--- config.mk ---
export PLATFORM = sky130hd
export DESIGN_NAME = burst_pwm
export DESIGN_NICKNAME = d
export VERILOG_FILES = /design/src/rtl/burst_pwm_pkg.sv /design/src/rtl/burst_pwm_tick.sv /design/src/rtl/burst_pwm_cfg.sv /design/src/rtl/burst_pwm_chan.sv /design/src/rtl/burst_pwm.sv
export SDC_FILE = /design/constraint.sdc
export NUM_CORES = 1
export LEC_CHECK = 0
export CORE_ASPECT_RATIO = 0.6
export CORE_UTILIZATION = 35
export DETAILED_ROUTE_END_ITERATION = 12
export PLACE_DENSITY = 0.49
export SETUP_SLACK_MARGIN = 0.15
export SYNTH_ARGS = -nofsm -noshare
export SYNTH_HDL_FRONTEND = slang
export SYNTH_SLANG_ARGS = --single-unit
export TNS_END_PERCENT = 30
--- constraint.sdc ---
create_clock -name clk_i -period 3.05 [get_ports clk_i]
set_input_delay 0.305 -clock clk_i [delete_from_list [all_inputs] [get_ports clk_i]]
set_output_delay 0.305 -clock clk_i [all_outputs]
set_load 0.005 [all_outputs]
--- src/rtl/burst_pwm_pkg.sv ---
package burst_pwm_pkg;
  localparam int NUM_CH = 2;
  localparam int PW     = 16;

  localparam logic [7:0] CMD_HI_BASE    = 8'h10;
  localparam logic [7:0] CMD_LO_BASE    = 8'h11;
  localparam logic [7:0] CMD_BURST_BASE = 8'h14;
  localparam logic [7:0] CMD_EN_MASK    = 8'h1F;

  typedef enum logic [1:0] {ST_IDLE, ST_HIGH, ST_LOW, ST_DONE} ch_state_e;

  typedef struct packed {
    logic [PW-1:0] hi;
    logic [PW-1:0] lo;
    logic [PW-1:0] burst;
  } ch_cfg_t;
endpackage

--- src/rtl/burst_pwm_tick.sv ---
module burst_pwm_tick #(
  parameter int TICK_DIV = 20000
) (
  input  logic clk_i,
  input  logic rst_ni,
  output logic tick_o
);
  localparam int CW = (TICK_DIV > 1) ? $clog2(TICK_DIV) : 1;
  localparam logic [CW-1:0] LAST = CW'(TICK_DIV - 1);

  logic [CW-1:0] cnt_q;

  always_ff @(posedge clk_i or negedge rst_ni) begin
    if (!rst_ni)            cnt_q <= '0;
    else if (cnt_q == LAST) cnt_q <= '0;
    else                    cnt_q <= cnt_q + 1'b1;
  end

  assign tick_o = (cnt_q == LAST);

  p_div_range_r1: assert property (@(posedge clk_i) disable iff (!rst_ni)
    cnt_q <= LAST);
  p_tick_wrap_r1: assert property (@(posedge clk_i) disable iff (!rst_ni)
    tick_o |=> (cnt_q == '0));
endmodule

--- src/rtl/burst_pwm_cfg.sv ---
module burst_pwm_cfg
  import burst_pwm_pkg::*;
(
  input  logic                     clk_i,
  input  logic                     rst_ni,
  input  logic                     wr_en_i,
  input  logic [7:0]               wr_cmd_i,
  input  logic [PW-1:0]            wr_data_i,
  input  logic [7:0]               rd_cmd_i,
  output logic [PW-1:0]            rd_data_o,
  output ch_cfg_t [NUM_CH-1:0]     cfg_o,
  output logic [NUM_CH-1:0]        en_o
);
  ch_cfg_t [NUM_CH-1:0] cfg_q;
  logic    [NUM_CH-1:0] en_q;

  always_ff @(posedge clk_i or negedge rst_ni) begin
    if (!rst_ni) begin
      cfg_q <= '0;
      en_q  <= '0;
    end else if (wr_en_i) begin
      for (int c = 0; c < NUM_CH; c++) begin
        if (wr_cmd_i == CMD_HI_BASE + 8'(2*c))  cfg_q[c].hi    <= wr_data_i;
        if (wr_cmd_i == CMD_LO_BASE + 8'(2*c))  cfg_q[c].lo    <= wr_data_i;
        if (wr_cmd_i == CMD_BURST_BASE + 8'(c)) cfg_q[c].burst <= wr_data_i;
      end
      if (wr_cmd_i == CMD_EN_MASK) en_q <= wr_data_i[NUM_CH-1:0];
    end
  end

  always_comb begin
    rd_data_o = '0;
    for (int c = 0; c < NUM_CH; c++) begin
      if (rd_cmd_i == CMD_HI_BASE + 8'(2*c))  rd_data_o = cfg_q[c].hi;
      if (rd_cmd_i == CMD_LO_BASE + 8'(2*c))  rd_data_o = cfg_q[c].lo;
      if (rd_cmd_i == CMD_BURST_BASE + 8'(c)) rd_data_o = cfg_q[c].burst;
    end
    if (rd_cmd_i == CMD_EN_MASK) rd_data_o = PW'(en_q);
  end

  assign cfg_o = cfg_q;
  assign en_o  = en_q;

  p_mask_hold_r2: assert property (@(posedge clk_i) disable iff (!rst_ni)
    !(wr_en_i && wr_cmd_i == CMD_EN_MASK) |=> $stable(en_q));
endmodule

--- src/rtl/burst_pwm_chan.sv ---
module burst_pwm_chan
  import burst_pwm_pkg::*;
(
  input  logic    clk_i,
  input  logic    rst_ni,
  input  logic    tick_i,
  input  logic    en_i,
  input  ch_cfg_t cfg_i,
  output logic    pwm_o,
  output logic    done_o
);
  ch_state_e     st_q;
  logic [PW-1:0] cnt_q, rem_q;
  logic          cont_q;
  logic [PW-1:0] hi_eff, lo_eff;

  // zero period is treated as one tick
  assign hi_eff = (cfg_i.hi == '0) ? PW'(1) : cfg_i.hi;
  assign lo_eff = (cfg_i.lo == '0) ? PW'(1) : cfg_i.lo;

  always_ff @(posedge clk_i or negedge rst_ni) begin
    if (!rst_ni) begin
      st_q   <= ST_IDLE;
      cnt_q  <= '0;
      rem_q  <= '0;
      cont_q <= 1'b0;
    end else if (!en_i) begin
      st_q   <= ST_IDLE;
      cnt_q  <= '0;
      rem_q  <= cfg_i.burst;
      cont_q <= 1'b0;
    end else if (tick_i) begin
      unique case (st_q)
        ST_IDLE: begin
          st_q   <= ST_HIGH;
          cnt_q  <= PW'(1);
          rem_q  <= cfg_i.burst;
          cont_q <= (cfg_i.burst == '0);
        end
        ST_HIGH: begin
          if (cnt_q >= hi_eff) begin
            st_q  <= ST_LOW;
            cnt_q <= PW'(1);
          end else cnt_q <= cnt_q + 1'b1;
        end
        ST_LOW: begin
          if (cnt_q >= lo_eff) begin
            cnt_q <= PW'(1);
            if (cont_q) st_q <= ST_HIGH;
            else if (rem_q <= PW'(1)) st_q <= ST_DONE;
            else begin
              rem_q <= rem_q - 1'b1;
              st_q  <= ST_HIGH;
            end
          end else cnt_q <= cnt_q + 1'b1;
        end
        default: ;
      endcase
    end
  end

  assign pwm_o  = en_i && (st_q == ST_HIGH);
  assign done_o = en_i && (st_q == ST_DONE);

  p_edge_on_tick_r3: assert property (@(posedge clk_i) disable iff (!rst_ni)
    (en_i && $past(en_i) && (pwm_o != $past(pwm_o))) |-> $past(tick_i));
  p_rem_nonzero_r5: assert property (@(posedge clk_i) disable iff (!rst_ni)
    ((st_q == ST_HIGH || st_q == ST_LOW) && !cont_q) |-> (rem_q != '0));
  p_done_sticky_r6: assert property (@(posedge clk_i) disable iff (!rst_ni)
    (st_q == ST_DONE && en_i) |=> (st_q == ST_DONE));
  p_cont_no_done_r7: assert property (@(posedge clk_i) disable iff (!rst_ni)
    cont_q |-> (st_q != ST_DONE));
  p_off_idle_r8: assert property (@(posedge clk_i) disable iff (!rst_ni)
    !en_i |=> (st_q == ST_IDLE));
endmodule

--- src/rtl/burst_pwm.sv ---
module burst_pwm
  import burst_pwm_pkg::*;
#(
  parameter int TICK_DIV = 20000
) (
  input  logic        clk_i,
  input  logic        rst_ni,
  input  logic        wr_en_i,
  input  logic [7:0]  wr_cmd_i,
  input  logic [15:0] wr_data_i,
  input  logic [7:0]  rd_cmd_i,
  output logic [15:0] rd_data_o,
  output logic [1:0]  pwm_o,
  output logic [1:0]  done_o
);
  logic                 tick;
  ch_cfg_t [NUM_CH-1:0] cfg;
  logic    [NUM_CH-1:0] en;

  burst_pwm_tick #(.TICK_DIV(TICK_DIV)) u_tick (
    .clk_i (clk_i),
    .rst_ni(rst_ni),
    .tick_o(tick)
  );

  burst_pwm_cfg u_cfg (
    .clk_i    (clk_i),
    .rst_ni   (rst_ni),
    .wr_en_i  (wr_en_i),
    .wr_cmd_i (wr_cmd_i),
    .wr_data_i(wr_data_i),
    .rd_cmd_i (rd_cmd_i),
    .rd_data_o(rd_data_o),
    .cfg_o    (cfg),
    .en_o     (en)
  );

  for (genvar c = 0; c < NUM_CH; c++) begin : g_ch
    burst_pwm_chan u_chan (
      .clk_i (clk_i),
      .rst_ni(rst_ni),
      .tick_i(tick),
      .en_i  (en[c]),
      .cfg_i (cfg[c]),
      .pwm_o (pwm_o[c]),
      .done_o(done_o[c])
    );
  end

  p_done_low_r6: assert property (@(posedge clk_i) disable iff (!rst_ni)
    $countones(done_o & pwm_o) == 0);
endmodule

# After elaboration in Yosys (flattened, before gate mapping)
# Index checks and enable logic that the tools add are counted.
[word_totals]
ff_bits = 183
output_inout_bits = 20
wordCells = 145
[op_classes]
addsub = 5
magnitude_cmp = 6
eq_ne = 37
mux = 54
n_reduce_logical = 27
[op_table]
columns = ["cell", "n"]
rows = [
  ["$mux W16", 29],
  ["$eq A8 B5 Y1 const B", 14],
  ["$logic_not A16 Y1", 6],
  ["$pmux W16 S3", 2],
  ["$ge A16 B16 Y1", 4],
  ["$pmux W16 S2", 2],
  ["$add A16 B1 Y16 const B", 2],
  ["$le A16 B1 Y1 const B", 2],
  ["$sub A16 B1 Y16 const B", 2],
  ["$mux W2", 12],
  ["$reduce_and A2 Y1", 11],
  ["$add A15 B1 Y15 const B", 1],
  ["$eq A15 B15 Y1 const B", 1],
  ["$mux W15", 1],
  ["$ne A3 B2 Y1 const B", 4],
  ["$ne A3 B3 Y1 const B", 4],
  ["$pmux W2 S3", 2],
  ["$reduce_and A5 Y1", 2],
  ["$eq A2 B2 Y1 const B", 4],
  ["$ne A2 B1 Y1 const B", 4],
  ["$ne A4 B1 Y1 const B", 2],
  ["$reduce_and A4 Y1", 2],
  ["$mux W1", 6],
  ["$ne A3 B1 Y1 const B", 2],
  ["other kinds (3)", 8],
]

# Logic depth before layout (Yosys ltp)
[logic_depth]
ltp_word = 8
mapped_depth = 11
depth_no_buf = 10

# Modules after synthesis
# A second synthesis with hierarchy kept.
[unflattened]
cells_unflattened = 1168
hier_area_um2 = 11815.1
[by_module_without_submodules]
columns = ["mod", "n_inst", "cells_each", "area_per_inst_um2", "seq_area_each_um2"]
rows = [
  ["burst_pwm_cfg", 1, 323, 4672.0, 2452.4],
  ["burst_pwm_chan (g_ch[1].u_chan)", 1, 403, 3316.9, 875.8],
  ["burst_pwm_chan (g_ch[0].u_chan)", 1, 381, 3130.5, 875.8],
  ["burst_pwm_tick", 1, 61, 695.7, 375.4],
]

# Worst setup path before layout
# No wires, ideal clock.
[synth_timing]
kind = "register to register"
startpoint = "register u_cfg.cfg_q, in the netlist u_cfg.cfg_o[73]"
endpoint = "register g_ch[1].u_chan.cnt_q[3]"
setup_ns = 0.063
arrival_ns = 2.689
required_time_ns = 2.987
setup_slack_ns = 0.297
stages_incl_launch_ff = 11
n_path_buf = 0
period_less_slack_ns = 2.753
path_cell_list = "dfrtp_1 -> nor4_1 -> a41o_1 -> ha_1 -> nand2b_1 -> a2111o_1 -> a31oi_1 -> o211ai_1 -> a31o_2 -> or3_1 -> a21bo_2"
[synth_via]
elab_chain_cells = 7
[synth_lines]
columns = ["item", "line", "rtl"]
rows = [
  ["start: declaration", "burst_pwm_cfg.sv:14", "ch_cfg_t [NUM_CH-1:0] cfg_q;"],
  ["$logic_not A16 Y1", "burst_pwm_chan.sv:19", "assign lo_eff = (cfg_i.lo == '0) ? PW'(1) : cfg_i.lo;"],
  ["$mux W16 *", "burst_pwm_chan.sv:19", ""],
  ["$ge A16 B16 Y1 *", "burst_pwm_chan.sv:47", "if (cnt_q >= lo_eff) begin"],
  ["$mux W16 *", "burst_pwm_chan.sv:47", ""],
  ["$pmux W16 S3 *", "burst_pwm_chan.sv:33", "unique case (st_q)"],
  ["$mux W16 *", "burst_pwm_chan.sv:32", "end else if (tick_i) begin"],
  ["$mux W16 *", "burst_pwm_chan.sv:27", "end else if (!en_i) begin"],
  ["end signal: assignment", "burst_pwm_chan.sv:44", "end else cnt_q <= cnt_q + 1'b1;"],
  ["end signal: assignment", "burst_pwm_chan.sv:55", "end else cnt_q <= cnt_q + 1'b1;"],
  ["end: declaration", "burst_pwm_chan.sv:13", "logic [PW-1:0] cnt_q, rem_q;"],
]
# Every way passes the cells marked *; elsewhere a longest branch is shown, timed or not. The select of a mux whose other input is x is not followed.
# A chain may end at the register's enable or synchronous reset.

# Worst setup path after layout
[layout_timing]
startpoint = "register u_cfg.cfg_q, in the netlist u_cfg.cfg_o[74]"
endpoint = "register g_ch[1].u_chan.cnt_q[3]"
# The elaborated chain is that of the path after synthesis.

==> flow_metrics.py <==
metrics = {
    "timing": {
        "finalSetupViolCount": 0,
        "hold_ws_ns": 0.3939,
        "slew_viol_final": 0,
        "fin_crit_sh_pct": 97.18,
        "finalClockSkew_ns": 0.01159,
        "max_slew_margin_pct": 20.84,
        "postLayoutSetupSlackWorst_ns": 0.08609,
        "rsz0062_at_grt": "true",
        "fin_tns_setup_ns": 0,
        "max_freq_mhz": 337.4,
        "finalCriticalPeriod_ns": 2.964,
        "worst_pin_slew_ns": 1.185,
        "finalHoldViolCount": 0,
    },
    "layout": {
        "fin_cells": 1731,
        "layout-drive-gt1-share_pct": 18.38,
        "nFillCells": 3016,
        "fin_nets": 1423,
        "syn_to_final_growth_pct": 23.56,
        "seqCellArea_um2": 4579,
        "multiInputGateArea_um2": 6146,
        "final_util_pct": 44.59,
        "fin_area_um2": 13560,
    },
    "drt": {
        "ant_nets": 0,
        "met2_length_um": 14670,
        "met3WireLength_um": 3584,
        "wl_met1_um": 19780,
        "drc": 0,
        "vias_per_cell": 5.672,
        "highest_layer": "met4",
        "wl_per_cell_um": 22.17,
        "routed_wl_um": 38380,
        "drt_first_pass_iters": 7,
        "drt_iter0_markers": 1165,
        "vias": 9818,
    },
    "setup_path": {
        "worstPathRequired_ns": 3.45,
        "crit_family": "compound AO/OA/AOI/OAI gates",
        "critPathLaunchType": "flip-flop",
        "end_kind": "flip-flop",
        "crit_slowest_cell": "dfrtp_1",
        "crit_chain": "nor4_4, a41o_1, ha_1, nand2b_4, a2111o_1, a31oi_4, buf_6, o211ai_1, a31o_2, or3_1, a21bo_2",
        "r2r_slack_ns": 0.09,
        "rr_worst_depth": 11,
        "critPathBufInv": 1,
        "crit_path_max_fanout": 3,
        "cp.arrival_ns": 3.37,
        "critPathKind": "flip-flop to flip-flop",
        "max_stage_delay_ns": 0.41,
        "reg2reg_to": "g_ch[1].u_chan.cnt_q[3]",
        "rr_startpoint": "u_cfg.cfg_o[74]",
    },
    "global_route": {
        "grt_pass1_wl_um": 57970,
        "overflow": 0,
        "antenna_found_initial": 4,
        "grt_max_degree": 63,
        "grt_usage_pct": 24.28,
        "grt_pass1_vias": 9047,
    },
    "placement": {
        "pre_cts_ws_ns": -0.08858,
        "dp_hpwl_um": 29010,
        "dp_cells": 1690,
        "io_buffers": 54,
        "place_congestion": 0.8963,
        "postPlaceCellArea_um2": 12540,
    },
    "die": {
        "die_area_um2": 32090,
        "core_um2": 30410,
        "die_w_um": 230.6,
        "ios": 55,
        "num_rows": 49,
        "initial_core_util_pct": 36.08,
        "die_h_um": 139.2,
    },
    "yosys": {
        "yosysSeqAreaShare_pct": 41.73,
        "synthArstFlopShare_pct": 100.0,
        "ys_seq_elements": 183,
        "yosysTopAreaCell": "dfrtp_1",
        "ys.warnings.count": 0,
        "synth.top_cell.area_share_pct": 41.73,
        "netlist_instances": 1191,
        "avgSynthCellArea_um2": 9.213,
        "syn_area_um2": 10970,
        "ys_types": 76,
        "synth_area_leaders": "dfrtp_1 42%, ha_1 9.0%, mux2_2 5.3%",
        "synth-edff-count": 0,
        "ys.flop_type": "dfrtp_1",
        "syn-num-nets": 1305,
    },
    "clock_network": {
        "clkSlewWorstSetupHoldPaths_ns": 0.07,
        "cts_root_buf": "clkbuf_16",
        "cts_buffers": 17,
        "clk_latency_ns": 0.46,
        "cts.sinks": 183,
        "cts_tree": "yes",
        "htreeDepth": 4,
        "clockBufferDepth": 2,
    },
    "status": {
        "status": "finished clean",
    },
    "job": {
        "maxCapViolCount": 0,
    },
    "power": {
        "p_total_mw": 6.093,
        "p_per_area_nw_per_um2": 449.4,
        "ir_drop_v": 0.0003821,
        "p_leak_nw": 6.657,
    },
    "worst_hold_path": {
        "holdCritPathClass": "input pin to async pin",
    },
}
[power breakdown]
group	leakage (nW)	total, mW	switching (mW)	internal [mW]
clock network	0.292	2.45	1.08	1.38
logic	4.06	0.926	0.553	0.372
registers	2.31	2.71	0.165	2.55
[cell usage in the layout (no fill, tap or decap), types with 37 or more instances in the layout]
master / synthesis / final
mux2_2: 52 / 52
inv_1: 80 / 80
a21oi_1: 65 / 56
nor2_1: 80 / 74
o21ai_0: 96 / 84
dfrtp_1: 183 / 183
nand2_1: 134 / 132
buf_4: 5 / 80
ha_1: 79 / 79
clkdlybuf4s50_1: 0 / 37
nand3_1: 46 / 43
[cell usage after synthesis, types with 8 or more instances]
cell type and n:
o21ai_0 96, a222oi_1 10, nor4_1 32, xnor2_1 8
nand3_1 46, or3_1 8, nor2b_1 8, dfrtp_1 183
a22oi_1 15, o211ai_1 11, xor2_1 18, mux2i_1 13
clkbuf_1 37, a211oi_1 12, nor3_1 26, mux2_2 52
ha_1 79, and2_1 10, o22ai_1 10, and3_1 21
inv_1 80, nand4_1 18, nand2_1 134, nand2b_1 8
a21oi_1 65, nor2_1 80
[kinds of logic after synthesis]
group                      Yosys count  share of synthesized area (%)
buffers and inverters              128                          4.607
adders and majority gates           79                          9.008
AOI/OAI and AO/OA                  291                          17.05
and+or+nand+nor                    419                          19.01
muxes                               65                          6.522
xor gates and xnor gates            26                          2.075
DFF                                183                          41.73
[sequential cells by signal (all words and copies together), names as in the netlist]
name	count
u_cfg.cfg_o	96
g_ch.u_chan.cnt_q	32
g_ch.u_chan.rem_q	32
u_tick.cnt_q	15
g_ch.u_chan.st_q	4
g_ch.u_chan.cont_q	2
u_cfg.en_o	2
[repair_timing]
action,CTS,global route
gates resized for setup,5,81
gates cloned,0,2
pin swaps,5,37
hold buffers,1,0
hold endpoints to repair,58,0
setup endpoints to repair,48,79
setup buffers,1,4
[layer usage]
| metal | GRT usage (%) | up-vias |
|---|---|---|
| li1 | - | 4581 |
| met1 | 39.95 | 4843 |
| met2 | 30.61 | 365 |
| met3 | 6.229 | 29 |
| met4 | 4.566 | 0 |
| met5 | 0 | - |
[worst max-delay path by stage]
| stage | startpoint | to | cells past startpoint |
|---|---|---|---|
| after global routing | u_cfg.cfg_o[77] | g_ch[1].u_chan.cnt_q[3] | 12 |
| after detailed placement | u_cfg.cfg_o[73] | g_ch[1].u_chan.cnt_q[3] | 11 |
| after CTS | u_cfg.cfg_o[33] | g_ch[0].u_chan.cnt_q[12] | 13 |
| after global placement | u_cfg.cfg_o[73] | g_ch[1].u_chan.cnt_q[3] | 11 |
| final | u_cfg.cfg_o[74] | g_ch[1].u_chan.cnt_q[3] | 11 |
| after floorplan | u_cfg.cfg_o[73] | g_ch[1].u_chan.cnt_q[3] | 10 |
[cell type report]
type                            instances  share of cell area, %
Tap cell                              408                  3.765
Inverter                               80                  2.215
Clock buffer                           17                  3.138
Clock inverter                         15                  1.495
Sequential cell                       183                  33.78
Timing Repair Buffer                  147                  10.26
Multi-Input combinational cell        880                  45.33
Antenna cell                            1                0.01846
[worst reg2reg max path, cell delays in order, from the launching register on]
cell	delay [ns]
dfrtp_1	0.41
nor4_4	0.30
a41o_1	0.24
ha_1	0.24
nand2b_4	0.14
a2111o_1	0.40
a31oi_4	0.19
buf_6	0.12
o211ai_1	0.10
a31o_2	0.26
or3_1	0.33
a21bo_2	0.19
Power figures use the tool's default switching activity.
